**config.mk**
```make
export PLATFORM = sky130hd
export DESIGN_NAME = dcas_cycle_decoder
export DESIGN_NICKNAME = d
export VERILOG_FILES = /design/src/rtl/dcas_pkg.sv /design/src/rtl/dcas_strobe_sampler.sv /design/src/rtl/dcas_refresh_ctr.sv /design/src/rtl/dcas_lane_ctl.sv /design/src/rtl/dcas_cycle_fsm.sv /design/src/rtl/dcas_cycle_decoder.sv
export SDC_FILE = /design/constraint.sdc
export NUM_CORES = 1
export LEC_CHECK = 0
export ABC_AREA = 1
export BUFFER_PORTS_ARGS = -buffer_cell sky130_fd_sc_hd__buf_2
export CORE_MARGIN = 2
export CORE_UTILIZATION = 50
export CTS_BUF_LIST = sky130_fd_sc_hd__clkbuf_2 sky130_fd_sc_hd__clkbuf_4 sky130_fd_sc_hd__clkbuf_8
export CTS_CLUSTER_DIAMETER = 150
export DETAILED_ROUTE_END_ITERATION = 10
export PLACE_DENSITY = 0.74
export SETUP_SLACK_MARGIN = 0.05
export SLEW_MARGIN = 20
export SYNTH_ARGS = -nofsm -noshare
export SYNTH_HDL_FRONTEND = slang
export SYNTH_SLANG_ARGS = --single-unit
```
**constraint.sdc**
```tcl
create_clock -name clk_i -period 1.9 [get_ports clk_i]
set_clock_uncertainty 0.1 [all_clocks]
set_input_delay 0.285 -clock clk_i [delete_from_list [all_inputs] [get_ports clk_i]]
set_output_delay 0.285 -clock clk_i [all_outputs]
set_load 0.1 [all_outputs]
```
**src/rtl/dcas_pkg.sv**
```systemverilog
package dcas_pkg;
  localparam int NUM_LANES = 2;

  typedef enum logic [2:0] {
    CYC_IDLE     = 3'd0,
    CYC_READ     = 3'd1,
    CYC_EARLY_WR = 3'd2,
    CYC_LATE_WR  = 3'd3,
    CYC_RMW      = 3'd4,
    CYC_RAS_ONLY = 3'd5,
    CYC_CBR      = 3'd6,
    CYC_HIDDEN   = 3'd7
  } cyc_e;

  typedef enum logic [2:0] {
    ST_IDLE,
    ST_ROW,
    ST_ACC,
    ST_CASPRE,
    ST_REF,
    ST_HOLD
  } st_e;

  // active-high view of the sampled strobes
  typedef struct packed {
    logic                 ras;
    logic                 we;
    logic                 oe;
    logic [NUM_LANES-1:0] cas;
  } strb_t;
endpackage

```
**src/rtl/dcas_strobe_sampler.sv**
```systemverilog
module dcas_strobe_sampler
  import dcas_pkg::*;
#(
  parameter int ADDR_W = 10
) (
  input  logic                 clk_i,
  input  logic                 rst_ni,
  input  logic                 ras_ni,
  input  logic [NUM_LANES-1:0] cas_ni,
  input  logic                 we_ni,
  input  logic                 oe_ni,
  input  logic [ADDR_W-1:0]    addr_i,
  output strb_t                strb_o,
  output logic [ADDR_W-1:0]    addr_o
);
  always_ff @(posedge clk_i or negedge rst_ni) begin
    if (!rst_ni) begin
      strb_o <= '0;
      addr_o <= '0;
    end else begin
      strb_o.ras <= ~ras_ni;
      strb_o.we  <= ~we_ni;
      strb_o.oe  <= ~oe_ni;
      strb_o.cas <= ~cas_ni;
      addr_o     <= addr_i;
    end
  end
endmodule

```
**src/rtl/dcas_refresh_ctr.sv**
```systemverilog
module dcas_refresh_ctr #(
  parameter int CNT_W = 10
) (
  input  logic             clk_i,
  input  logic             rst_ni,
  input  logic             inc_i,
  output logic [CNT_W-1:0] cnt_o
);
  always_ff @(posedge clk_i or negedge rst_ni) begin
    if (!rst_ni)    cnt_o <= '0;
    else if (inc_i) cnt_o <= cnt_o + 1'b1;
  end
endmodule

```
**src/rtl/dcas_lane_ctl.sv**
```systemverilog
module dcas_lane_ctl
  import dcas_pkg::*;
(
  input  logic                 clk_i,
  input  logic                 rst_ni,
  input  logic [NUM_LANES-1:0] lane_act_i,
  input  logic                 drive_ok_i,
  input  logic                 write_ok_i,
  output logic                 rd_any_o,
  output logic [NUM_LANES-1:0] rd_en_o,
  output logic [NUM_LANES-1:0] wr_en_o,
  output logic                 cas_o
);
  logic [NUM_LANES-1:0] rd_d, wr_d;

  for (genvar g = 0; g < NUM_LANES; g++) begin : g_lane
    assign rd_d[g] = lane_act_i[g] & drive_ok_i;
    assign wr_d[g] = lane_act_i[g] & write_ok_i;

    always_ff @(posedge clk_i or negedge rst_ni) begin
      if (!rst_ni) begin
        rd_en_o[g] <= 1'b0;
        wr_en_o[g] <= 1'b0;
      end else begin
        rd_en_o[g] <= rd_d[g];
        wr_en_o[g] <= wr_d[g];
      end
    end
  end

  assign rd_any_o = |rd_d;

  // first lane low sets, last lane high clears
  always_ff @(posedge clk_i or negedge rst_ni) begin
    if (!rst_ni) cas_o <= 1'b0;
    else         cas_o <= |lane_act_i;
  end
endmodule

```
**src/rtl/dcas_cycle_fsm.sv**
```systemverilog
module dcas_cycle_fsm
  import dcas_pkg::*;
#(
  parameter int ADDR_W = 10
) (
  input  logic              clk_i,
  input  logic              rst_ni,
  input  strb_t             strb_i,
  input  logic [ADDR_W-1:0] addr_i,
  input  logic              rd_any_i,
  output cyc_e              cyc_o,
  output logic [ADDR_W-1:0] row_o,
  output logic [ADDR_W-1:0] col_o,
  output logic              drive_ok_o,
  output logic              write_ok_o,
  output logic              rfsh_inc_o
);
  st_e               st_q, st_d;
  cyc_e              cyc_q, cyc_d;
  logic [ADDR_W-1:0] row_d, col_d;
  logic              hold_q, hold_d;
  logic              drove_q, drove_d;
  logic              cas;

  assign cas = |strb_i.cas;

  always_comb begin
    st_d   = st_q;
    cyc_d  = cyc_q;
    row_d  = row_o;
    col_d  = col_o;
    hold_d = hold_q;
    unique case (st_q)
      ST_IDLE: begin
        if (strb_i.ras) begin
          st_d  = ST_ROW;
          row_d = addr_i;
          cyc_d = CYC_RAS_ONLY;
        end else if (cas) begin
          st_d  = ST_CASPRE;
          cyc_d = CYC_IDLE;
        end
      end
      ST_CASPRE: begin
        if (!cas) begin
          st_d  = ST_IDLE;
          cyc_d = CYC_IDLE;
        end else if (strb_i.ras) begin
          st_d  = ST_REF;
          cyc_d = CYC_CBR;
        end
      end
      ST_ROW: begin
        if (!strb_i.ras) begin
          st_d  = ST_IDLE;
          cyc_d = CYC_IDLE;
        end else if (cas) begin
          st_d  = ST_ACC;
          col_d = addr_i;
          cyc_d = strb_i.we ? CYC_EARLY_WR : CYC_READ;
        end
      end
      ST_ACC: begin
        if (!strb_i.ras) begin
          if (cas) begin
            st_d   = ST_HOLD;
            hold_d = (cyc_q == CYC_READ) || (cyc_q == CYC_RMW);
          end else begin
            st_d  = ST_IDLE;
            cyc_d = CYC_IDLE;
          end
        end else if (!cas) begin
          st_d = ST_ROW;
        end else if (cyc_q == CYC_READ && strb_i.we) begin
          cyc_d = drove_q ? CYC_RMW : CYC_LATE_WR;
        end
      end
      ST_REF: begin
        if (!strb_i.ras) begin
          if (cas) begin
            if (cyc_q == CYC_HIDDEN) begin
              st_d = ST_HOLD;
            end else begin
              st_d  = ST_CASPRE;
              cyc_d = CYC_IDLE;
            end
          end else begin
            st_d  = ST_IDLE;
            cyc_d = CYC_IDLE;
          end
        end
      end
      ST_HOLD: begin
        if (!cas) begin
          st_d  = ST_IDLE;
          cyc_d = CYC_IDLE;
        end else if (strb_i.ras) begin
          st_d  = ST_REF;
          cyc_d = CYC_HIDDEN;
        end
      end
      default: begin
        st_d  = ST_IDLE;
        cyc_d = CYC_IDLE;
      end
    endcase
    if (st_d == ST_IDLE) hold_d = 1'b0;
  end

  // data-driven flag separates late write from read-modify-write
  always_comb begin
    drove_d = 1'b0;
    if (st_d == ST_ACC)
      drove_d = ((st_q == ST_ACC) ? drove_q : 1'b0) | rd_any_i;
  end

  always_comb begin
    drive_ok_o = 1'b0;
    if (strb_i.oe && !strb_i.we) begin
      if (st_d == ST_ACC && (cyc_d == CYC_READ || cyc_d == CYC_RMW))
        drive_ok_o = 1'b1;
      else if ((st_d == ST_HOLD || (st_d == ST_REF && cyc_d == CYC_HIDDEN)) && hold_d)
        drive_ok_o = 1'b1;
    end
  end

  assign write_ok_o = strb_i.we && (st_d == ST_ACC) &&
                      (cyc_d == CYC_EARLY_WR || cyc_d == CYC_LATE_WR || cyc_d == CYC_RMW);

  assign rfsh_inc_o = (st_q == ST_REF) && !strb_i.ras;

  always_ff @(posedge clk_i or negedge rst_ni) begin
    if (!rst_ni) begin
      st_q    <= ST_IDLE;
      cyc_q   <= CYC_IDLE;
      row_o   <= '0;
      col_o   <= '0;
      hold_q  <= 1'b0;
      drove_q <= 1'b0;
    end else begin
      st_q    <= st_d;
      cyc_q   <= cyc_d;
      row_o   <= row_d;
      col_o   <= col_d;
      hold_q  <= hold_d;
      drove_q <= drove_d;
    end
  end

  assign cyc_o = cyc_q;
endmodule

```
**src/rtl/dcas_cycle_decoder.sv**
```systemverilog
module dcas_cycle_decoder
  import dcas_pkg::*;
#(
  parameter int ADDR_W = 10
) (
  input  logic              clk_i,
  input  logic              rst_ni,
  input  logic              ras_ni,
  input  logic              lcas_ni,
  input  logic              ucas_ni,
  input  logic              we_ni,
  input  logic              oe_ni,
  input  logic [ADDR_W-1:0] addr_i,
  output logic [2:0]        cycle_o,
  output logic [ADDR_W-1:0] row_o,
  output logic [ADDR_W-1:0] col_o,
  output logic [1:0]        wr_lane_o,
  output logic [1:0]        oe_lane_o,
  output logic              cas_o,
  output logic [ADDR_W-1:0] rfsh_row_o
);
  strb_t             strb_q;
  logic [ADDR_W-1:0] addr_q;
  logic              rd_any, drive_ok, write_ok, rfsh_inc;
  cyc_e              cyc;

  dcas_strobe_sampler #(.ADDR_W(ADDR_W)) u_sampler (
    .clk_i  (clk_i),
    .rst_ni (rst_ni),
    .ras_ni (ras_ni),
    .cas_ni ({ucas_ni, lcas_ni}),
    .we_ni  (we_ni),
    .oe_ni  (oe_ni),
    .addr_i (addr_i),
    .strb_o (strb_q),
    .addr_o (addr_q)
  );

  dcas_cycle_fsm #(.ADDR_W(ADDR_W)) u_fsm (
    .clk_i      (clk_i),
    .rst_ni     (rst_ni),
    .strb_i     (strb_q),
    .addr_i     (addr_q),
    .rd_any_i   (rd_any),
    .cyc_o      (cyc),
    .row_o      (row_o),
    .col_o      (col_o),
    .drive_ok_o (drive_ok),
    .write_ok_o (write_ok),
    .rfsh_inc_o (rfsh_inc)
  );

  dcas_lane_ctl u_lanes (
    .clk_i      (clk_i),
    .rst_ni     (rst_ni),
    .lane_act_i (strb_q.cas),
    .drive_ok_i (drive_ok),
    .write_ok_i (write_ok),
    .rd_any_o   (rd_any),
    .rd_en_o    (oe_lane_o),
    .wr_en_o    (wr_lane_o),
    .cas_o      (cas_o)
  );

  dcas_refresh_ctr #(.CNT_W(ADDR_W)) u_rfsh (
    .clk_i  (clk_i),
    .rst_ni (rst_ni),
    .inc_i  (rfsh_inc),
    .cnt_o  (rfsh_row_o)
  );

  assign cycle_o = cyc;
endmodule

```
[Word level (Yosys, flattened, before mapping)]
Index checks and enable logic that the tools add are counted.
Word-level totals
  memory bits (writable): 0
  word-level logic and storage cells: 105
  output and inout port bits: 38
  latch bits: 0
  memory bits (read-only): 0
  register bits after elaboration: 58
  memories kept: 0
Cells by class
  eq/ne operators: 16
  reductions and logical operators: 22
  multiplexer cells: 40
  shifts and indexed selects: 0
  div/mod/pow operators: 0
  magnitude comparators: 0
  add/subtract/negate cells: 1
  bitwise logic cells: 9
  $mul: 0
Operator list (count)
  two-way mux 3 bit: 28
  == test 3 bit, second input constant: 8
  case mux 3 bit (6 select lines): 1
  == test 3 x 2 -> 1 bit, second input constant: 5
  case mux 3 bit (5 select lines): 1
  adder 10 x 1 -> 10 bit, second input constant: 1
  == test 3 x 1 -> 1 bit, second input constant: 3
  two-way mux 1 bit: 9
  logical AND 1 bit: 8
  zero test 3 bit: 2
  OR reduction 2 bit: 3
  logical OR 1 bit: 5
  bitwise AND 1 bit: 4
  NOT 1 bit: 3
  AND reduction 3 bit: 1
  zero test 1 bit: 2
  two-way mux 2 bit: 1
  NOT 2 bit: 1
  AND reduction 2 bit: 1
  bitwise OR 1 bit: 1

[Depth between registers and ports, before layout]
  depth in word-level cells: 17
  mapped depth: 14
  depth with buffers taken out: 14

[Cells and area by module]
A second synthesis with hierarchy kept.
Second synthesis, totals
  cell total of the unflattened synthesis: 354
  area, all modules: 2777.7 sq um
Modules (own cells, without submodules)
  dcas_cycle_fsm: area each 1719.1 sq um, cells each 261, times used 1
  dcas_refresh_ctr: area each 494.2 sq um, cells each 56, times used 1
  dcas_strobe_sampler: area each 394.1 sq um, cells each 20, times used 1
  dcas_lane_ctl: area each 170.2 sq um, cells each 17, times used 1

[Least setup slack after synthesis]
No wires, ideal clock.
  kind: flip-flop to flip-flop
  from: reg u_fsm.cyc_q[0] (netlist: u_fsm.cyc_o[0])
  to: reg u_fsm.drove_q
  arrival time: 2.107 ns
  stages on the path, launching flop included: 12
  required time: 1.674 ns
  buffers on the path: 0
  library setup time: 0.126 ns
  slack: -0.433 ns
  cell sequence: dfrtp_1 -> inv_1 -> nor2_1 -> nand4_1 -> nand3_1 -> nand3_1 -> inv_1 -> nand2_1 -> nand3_1 -> nand2_1 -> nand3_1 -> a21oi_1
Between the ends
  longest elaborated chain between the ends: 17
RTL lines
  from (decl): RTL line dcas_cycle_fsm.sv:19  | cyc_e cyc_q, cyc_d;
  from (signal assigned): RTL line dcas_cycle_fsm.sv:142  | cyc_q <= cyc_d;
  == test 3 x 1 -> 1 bit: RTL line dcas_cycle_fsm.sv:74  | end else if (cyc_q == CYC_READ && strb_i.we) begin
  logical AND 1 bit: RTL line dcas_cycle_fsm.sv:74
  two-way mux 3 bit: RTL line dcas_cycle_fsm.sv:74
  two-way mux 3 bit: RTL line dcas_cycle_fsm.sv:72  | end else if (!cas) begin
  two-way mux 3 bit: RTL line dcas_cycle_fsm.sv:64  | if (!strb_i.ras) begin
  case mux 3 bit (6 select lines) *: RTL line dcas_cycle_fsm.sv:33  | unique case (st_q)
  via u_fsm.cyc_d[2]: RTL line dcas_cycle_fsm.sv:19
  == test 3 bit: RTL line dcas_cycle_fsm.sv:122  | else if ((st_d == ST_HOLD || (st_d == ST_REF && cyc_d == CYC_HIDDEN)) && hold_d)
  (+3 left out)
  two-way mux 1 bit: RTL line dcas_cycle_fsm.sv:122
  two-way mux 1 bit *: RTL line dcas_cycle_fsm.sv:120  | if (st_d == ST_ACC && (cyc_d == CYC_READ || cyc_d == CYC_RMW))
  two-way mux 1 bit *: RTL line dcas_cycle_fsm.sv:119  | if (strb_i.oe && !strb_i.we) begin
  bitwise AND 1 bit: RTL line dcas_lane_ctl.sv:17  | assign rd_d[g] = lane_act_i[g] & drive_ok_i;
  OR reduction 2 bit *: RTL line dcas_lane_ctl.sv:31  | assign rd_any_o = |rd_d;
  bitwise OR 1 bit *: RTL line dcas_cycle_fsm.sv:114  | drove_d = ((st_q == ST_ACC) ? drove_q : 1'b0) | rd_any_i;
  two-way mux 1 bit *: RTL line dcas_cycle_fsm.sv:113  | if (st_d == ST_ACC)
  via u_fsm.drove_d: RTL line dcas_cycle_fsm.sv:22  | logic drove_q, drove_d;
  to (signal assigned): RTL line dcas_cycle_fsm.sv:146  | drove_q <= drove_d;
  to (decl): RTL line dcas_cycle_fsm.sv:22
The timed path passes the listed nets; every way through them passes the cells marked *.
A chain may end at the register's enable or synchronous reset.

[Worst setup path after layout]
  from: reg u_fsm.cyc_q[0] (netlist: u_fsm.cyc_o[0])
  to: reg u_fsm.drove_q
Between the ends
  longest elaborated chain between the ends: 17
RTL lines (RTL line)
  == test 3 x 1 -> 1 bit: dcas_cycle_fsm.sv:67, dcas_cycle_fsm.sv:74
  logical AND 1 bit: dcas_cycle_fsm.sv:74
  two-way mux 3 bit: dcas_cycle_fsm.sv:74
  two-way mux 3 bit: dcas_cycle_fsm.sv:72
  two-way mux 3 bit: dcas_cycle_fsm.sv:64
  case mux 3 bit (6 select lines): dcas_cycle_fsm.sv:33
  == test 3 bit: dcas_cycle_fsm.sv:122
  logical AND 1 bit: dcas_cycle_fsm.sv:122
  (+2 left out)
  two-way mux 1 bit: dcas_cycle_fsm.sv:122
  two-way mux 1 bit: dcas_cycle_fsm.sv:120
  two-way mux 1 bit: dcas_cycle_fsm.sv:119
  bitwise AND 1 bit: dcas_lane_ctl.sv:17
  OR reduction 2 bit: dcas_lane_ctl.sv:31
  bitwise OR 1 bit: dcas_cycle_fsm.sv:114
  two-way mux 1 bit *: dcas_cycle_fsm.sv:113
  via u_fsm.drove_d: dcas_cycle_fsm.sv:22
Marks and branches as above.

==> flow_metrics.py <==
metrics = {
    "floorplanning": {
        "die-area_mm2": 0.005730,
        "fp.dieH_um": 75.70,
        "fp.dieW_um": 75.70,
        "initial_utilization": 0.5097,
        "core_area_mm2": 0.005042,
        "row_count": 26,
        "io_pins": 55,
    },
    "critical_path": {
        "crit_path_start_kind": "flop",
        "worst-path-max-fanout": 5,
        "critical_path_class": "flop to flop",
        "path_depth": 11,
        "rrSetupSlack_ps": -50,
        "critPathMaxStageDelay_ps": 450,
        "required_ps": 2070,
        "critPathSlowestCell": "dfrtp_4",
        "reg2regPathDepth": 11,
        "end_kind": "flop",
        "cp.arrival_ps": 2130,
        "path_cells": "clkinvlp_4, nor2_4, o21ai_0, o21ai_1, inv_1, o21bai_1, nor2_1, nand2_1, nand2_2, nand3_2, a21oi_2",
        "path_buf_inv": 2,
        "cpLargestDelayFamily": "compound AO/OA/AOI/OAI gates",
    },
    "drt": {
        "drt_iter0_markers": 252,
        "ant_nets": 0,
        "dr.pass1.iters": 4,
        "vias_per_cell": 4.895,
        "finalWirelength_um": 5970,
        "post_drt_wl_per_cell_um": 12.81,
        "vias": 2281,
        "drc": 0,
    },
    "clocking": {
        "clock-root-buffer": "clkbuf_8",
        "cts.sinks": 58,
        "cts.htree.levels": 3,
        "cts_tree": "built",
        "cts_inserted_buffers": 9,
        "clk_path_buf_depth": 2,
        "clkLatencyLatePin_ps": 340,
        "clk_pin_slew_ps": 70,
    },
    "final_layout": {
        "mostFrequentLayoutCell": "nand2_1",
        "nFillCells": 374,
        "layout.nets": 409,
        "multiInputGateArea_mm2": 0.001056,
        "layout-drive-gt1-share": 0.3636,
        "mostFrequentLayoutCells": "68 x nand2_1, 54 x buf_2, 45 x dfrtp_1",
        "n_antenna_cell": 0,
        "syn2layout_area_growth_pct": 39.97,
        "stdcell_count": 466,
        "area.sequential_mm2": 0.001475,
        "utilization": 0.7134,
    },
    "grt": {
        "grt.overflow.total": 0,
        "grt_usage": 0.2306,
        "grt_start_max_net_pins": 43,
        "grt_pass1_vias": 2156,
        "antenna_found_initial": 0,
        "grt_pass1_wl_um": 9708,
    },
    "sta": {
        "post-route-period-util": 1.029,
        "fmax_ghz": 0.5115,
        "tightest_slew_ps": 542.6,
        "relSlewSlack": 0.6374,
        "fin_crit_ps": 1955,
        "setup_viol": 2,
        "setup_ws_ps": -55.00,
        "whs_ps": 300.4,
        "tns_ps": -55.04,
        "rsz0062_at_grt": "true",
        "hold_viol": 0,
        "slew_viol_final": 0,
    },
    "status": {
        "violations": "negative setup slack",
        "outcome": "finished with violations",
    },
    "yosys": {
        "syn_nets": 315,
        "syn_inst": 297,
        "synth-seq-cells": 58,
        "synth_cell_types": 27,
        "ys_warn_count": 0,
        "synth_area_mm2": 0.002570,
        "seq_area_frac_synth": 0.5648,
        "avgSynthCellArea_um2": 8.653,
    },
    "power_and_ir_drop": {
        "peakVddDrop_v": 0.001406,
        "total_power_mw": 6.736,
        "p_leak_nw": 1.932,
        "power_density_mw_per_mm2": 1873,
    },
    "hold_path": {
        "hold_path_class": "input port to asynchronous set/reset pin",
    },
    "place": {
        "dp_hpwl_um": 3903,
        "gpl.final_weighted_congestion": 0.9431,
        "io_buffers": 54,
        "dp_cells": 425,
    },
    "job": {
        "drv_cap": 0,
    },
}
-- per-stage QoR --
stage | instance area, um2 | setup WS (ps)
2_1_floorplan | 2590 | 45.55
3_3_place_gp | 3005 | 15.10
3_5_place_dp | 3005 | -23.92
4_1_cts | 3470 | 42.25
5_1_grt | 3597 | -139.0
6_report | 3597 | -55.00
-- synth_stat cells --
| cell type | n | area, um2 |
|---|---|---|
| nor2_4 | 3 | 33.78 |
| xor2_1 | 6 | 52.55 |
| nand4_1 | 6 | 37.54 |
| o21ai_0 | 24 | 120.1 |
| o211ai_1 | 1 | 7.510 |
| and2_1 | 1 | 6.260 |
| nor2_1 | 38 | 142.6 |
| dfrtp_1 | 58 | 1451 |
| nand3_2 | 1 | 10.01 |
| mux2_2 | 1 | 11.26 |
| nand3b_4 | 1 | 20.02 |
| a21oi_1 | 4 | 20.02 |
| o21bai_1 | 1 | 7.510 |
| nand2_2 | 2 | 12.51 |
| nor3_1 | 1 | 5.000 |
| clkbuf_1 | 4 | 15.01 |
| nand3_1 | 19 | 95.09 |
| nand3b_1 | 1 | 7.510 |
| nand2_1 | 74 | 277.8 |
| inv_1 | 40 | 150.1 |
| nand4_2 | 1 | 12.51 |
| inv_2 | 3 | 11.26 |
| buf_4 | 1 | 7.510 |
| nor2_2 | 1 | 6.260 |
| xnor2_1 | 3 | 26.28 |
| ha_1 | 1 | 12.51 |
| nor3_2 | 1 | 10.01 |
-- flip-flops by register name, summed over array words and instances (netlist names) --
signal / cells
u_lanes.wr_en_o: 2
u_sampler.addr_o: 10
u_fsm.st_q: 3
u_fsm.col_o: 10
u_sampler.strb_o: 5
u_rfsh.cnt_o: 10
u_fsm.hold_q: 1
u_lanes.cas_o: 1
u_fsm.row_o: 10
u_fsm.drove_q: 1
u_fsm.cyc_o: 3
u_lanes.rd_en_o: 2
-- layout make-up --
type	instances	share of cell area
clock buffers	10	0.03826
clock inverters	6	0.02470
inverters	43	0.04591
multi-input cells	192	0.2936
flip-flops and latches	58	0.4101
well taps	70	0.02435
repair buffers	87	0.1631
-- final timing paths --
path / from / to
worst min-delay path: rst_ni / u_sampler.strb_o[4]$_DFF_PN0_
worst max-delay path: u_fsm.cyc_o[0]$_DFF_PN0_ / u_fsm.drove_q$_DFF_PN0_
min in group clk_i: u_fsm.col_o[1]$_DFFE_PN0P_ / u_fsm.col_o[1]$_DFFE_PN0P_
worst max register to register: u_fsm.cyc_o[0]$_DFF_PN0_ / u_fsm.drove_q$_DFF_PN0_
worst min register to register: u_fsm.col_o[1]$_DFFE_PN0P_ / u_fsm.col_o[1]$_DFFE_PN0P_
max in group asynchronous: rst_ni / u_rfsh.cnt_o[5]$_DFFE_PN0P_
-- power by group --
| part | leakage, nW | switching, mW | internal, mW |
|---|---|---|---|
| Clock | 0.109 | 0.512 | 0.775 |
| Sequential | 0.715 | 0.277 | 1.58 |
| Combinational | 1.11 | 2.86 | 0.740 |
| Total | 1.93 | 3.65 | 3.09 |
-- cells by family after synthesis --
kind of cell	synth area share
AOI/OAI and AO/OA	0.06037
xor gates and xnor gates	0.03067
DFF	0.5648
and+or+nand+nor	0.2634
adders and majority gates	0.004868
buffers and inverters	0.07157
muxes	0.004381
-- routing by layer --
metal | vias to the layer above | wire length (um) | GRT usage
met1 | 1075 | 2448 | 0.2850
met5 | - | 0 | 0
met2 | 75 | 2999 | 0.3710
li1 | 1116 | - | -
met4 | 0 | 114 | 0.09357
met3 | 15 | 408 | 0.08201
-- what timing repair did --
action | 4_1_cts | 5_1_grt
setup buffers | 4 | 4
pin swaps | 5 | 13
hold buffers | 16 | 0
resized for setup | 18 | 25
endpoints found under the hold margin | 31 | 0
cloned | 1 | 0
endpoints found under the setup margin | 6 | 9
No activity file was read; power rests on OpenSTA's default activity.
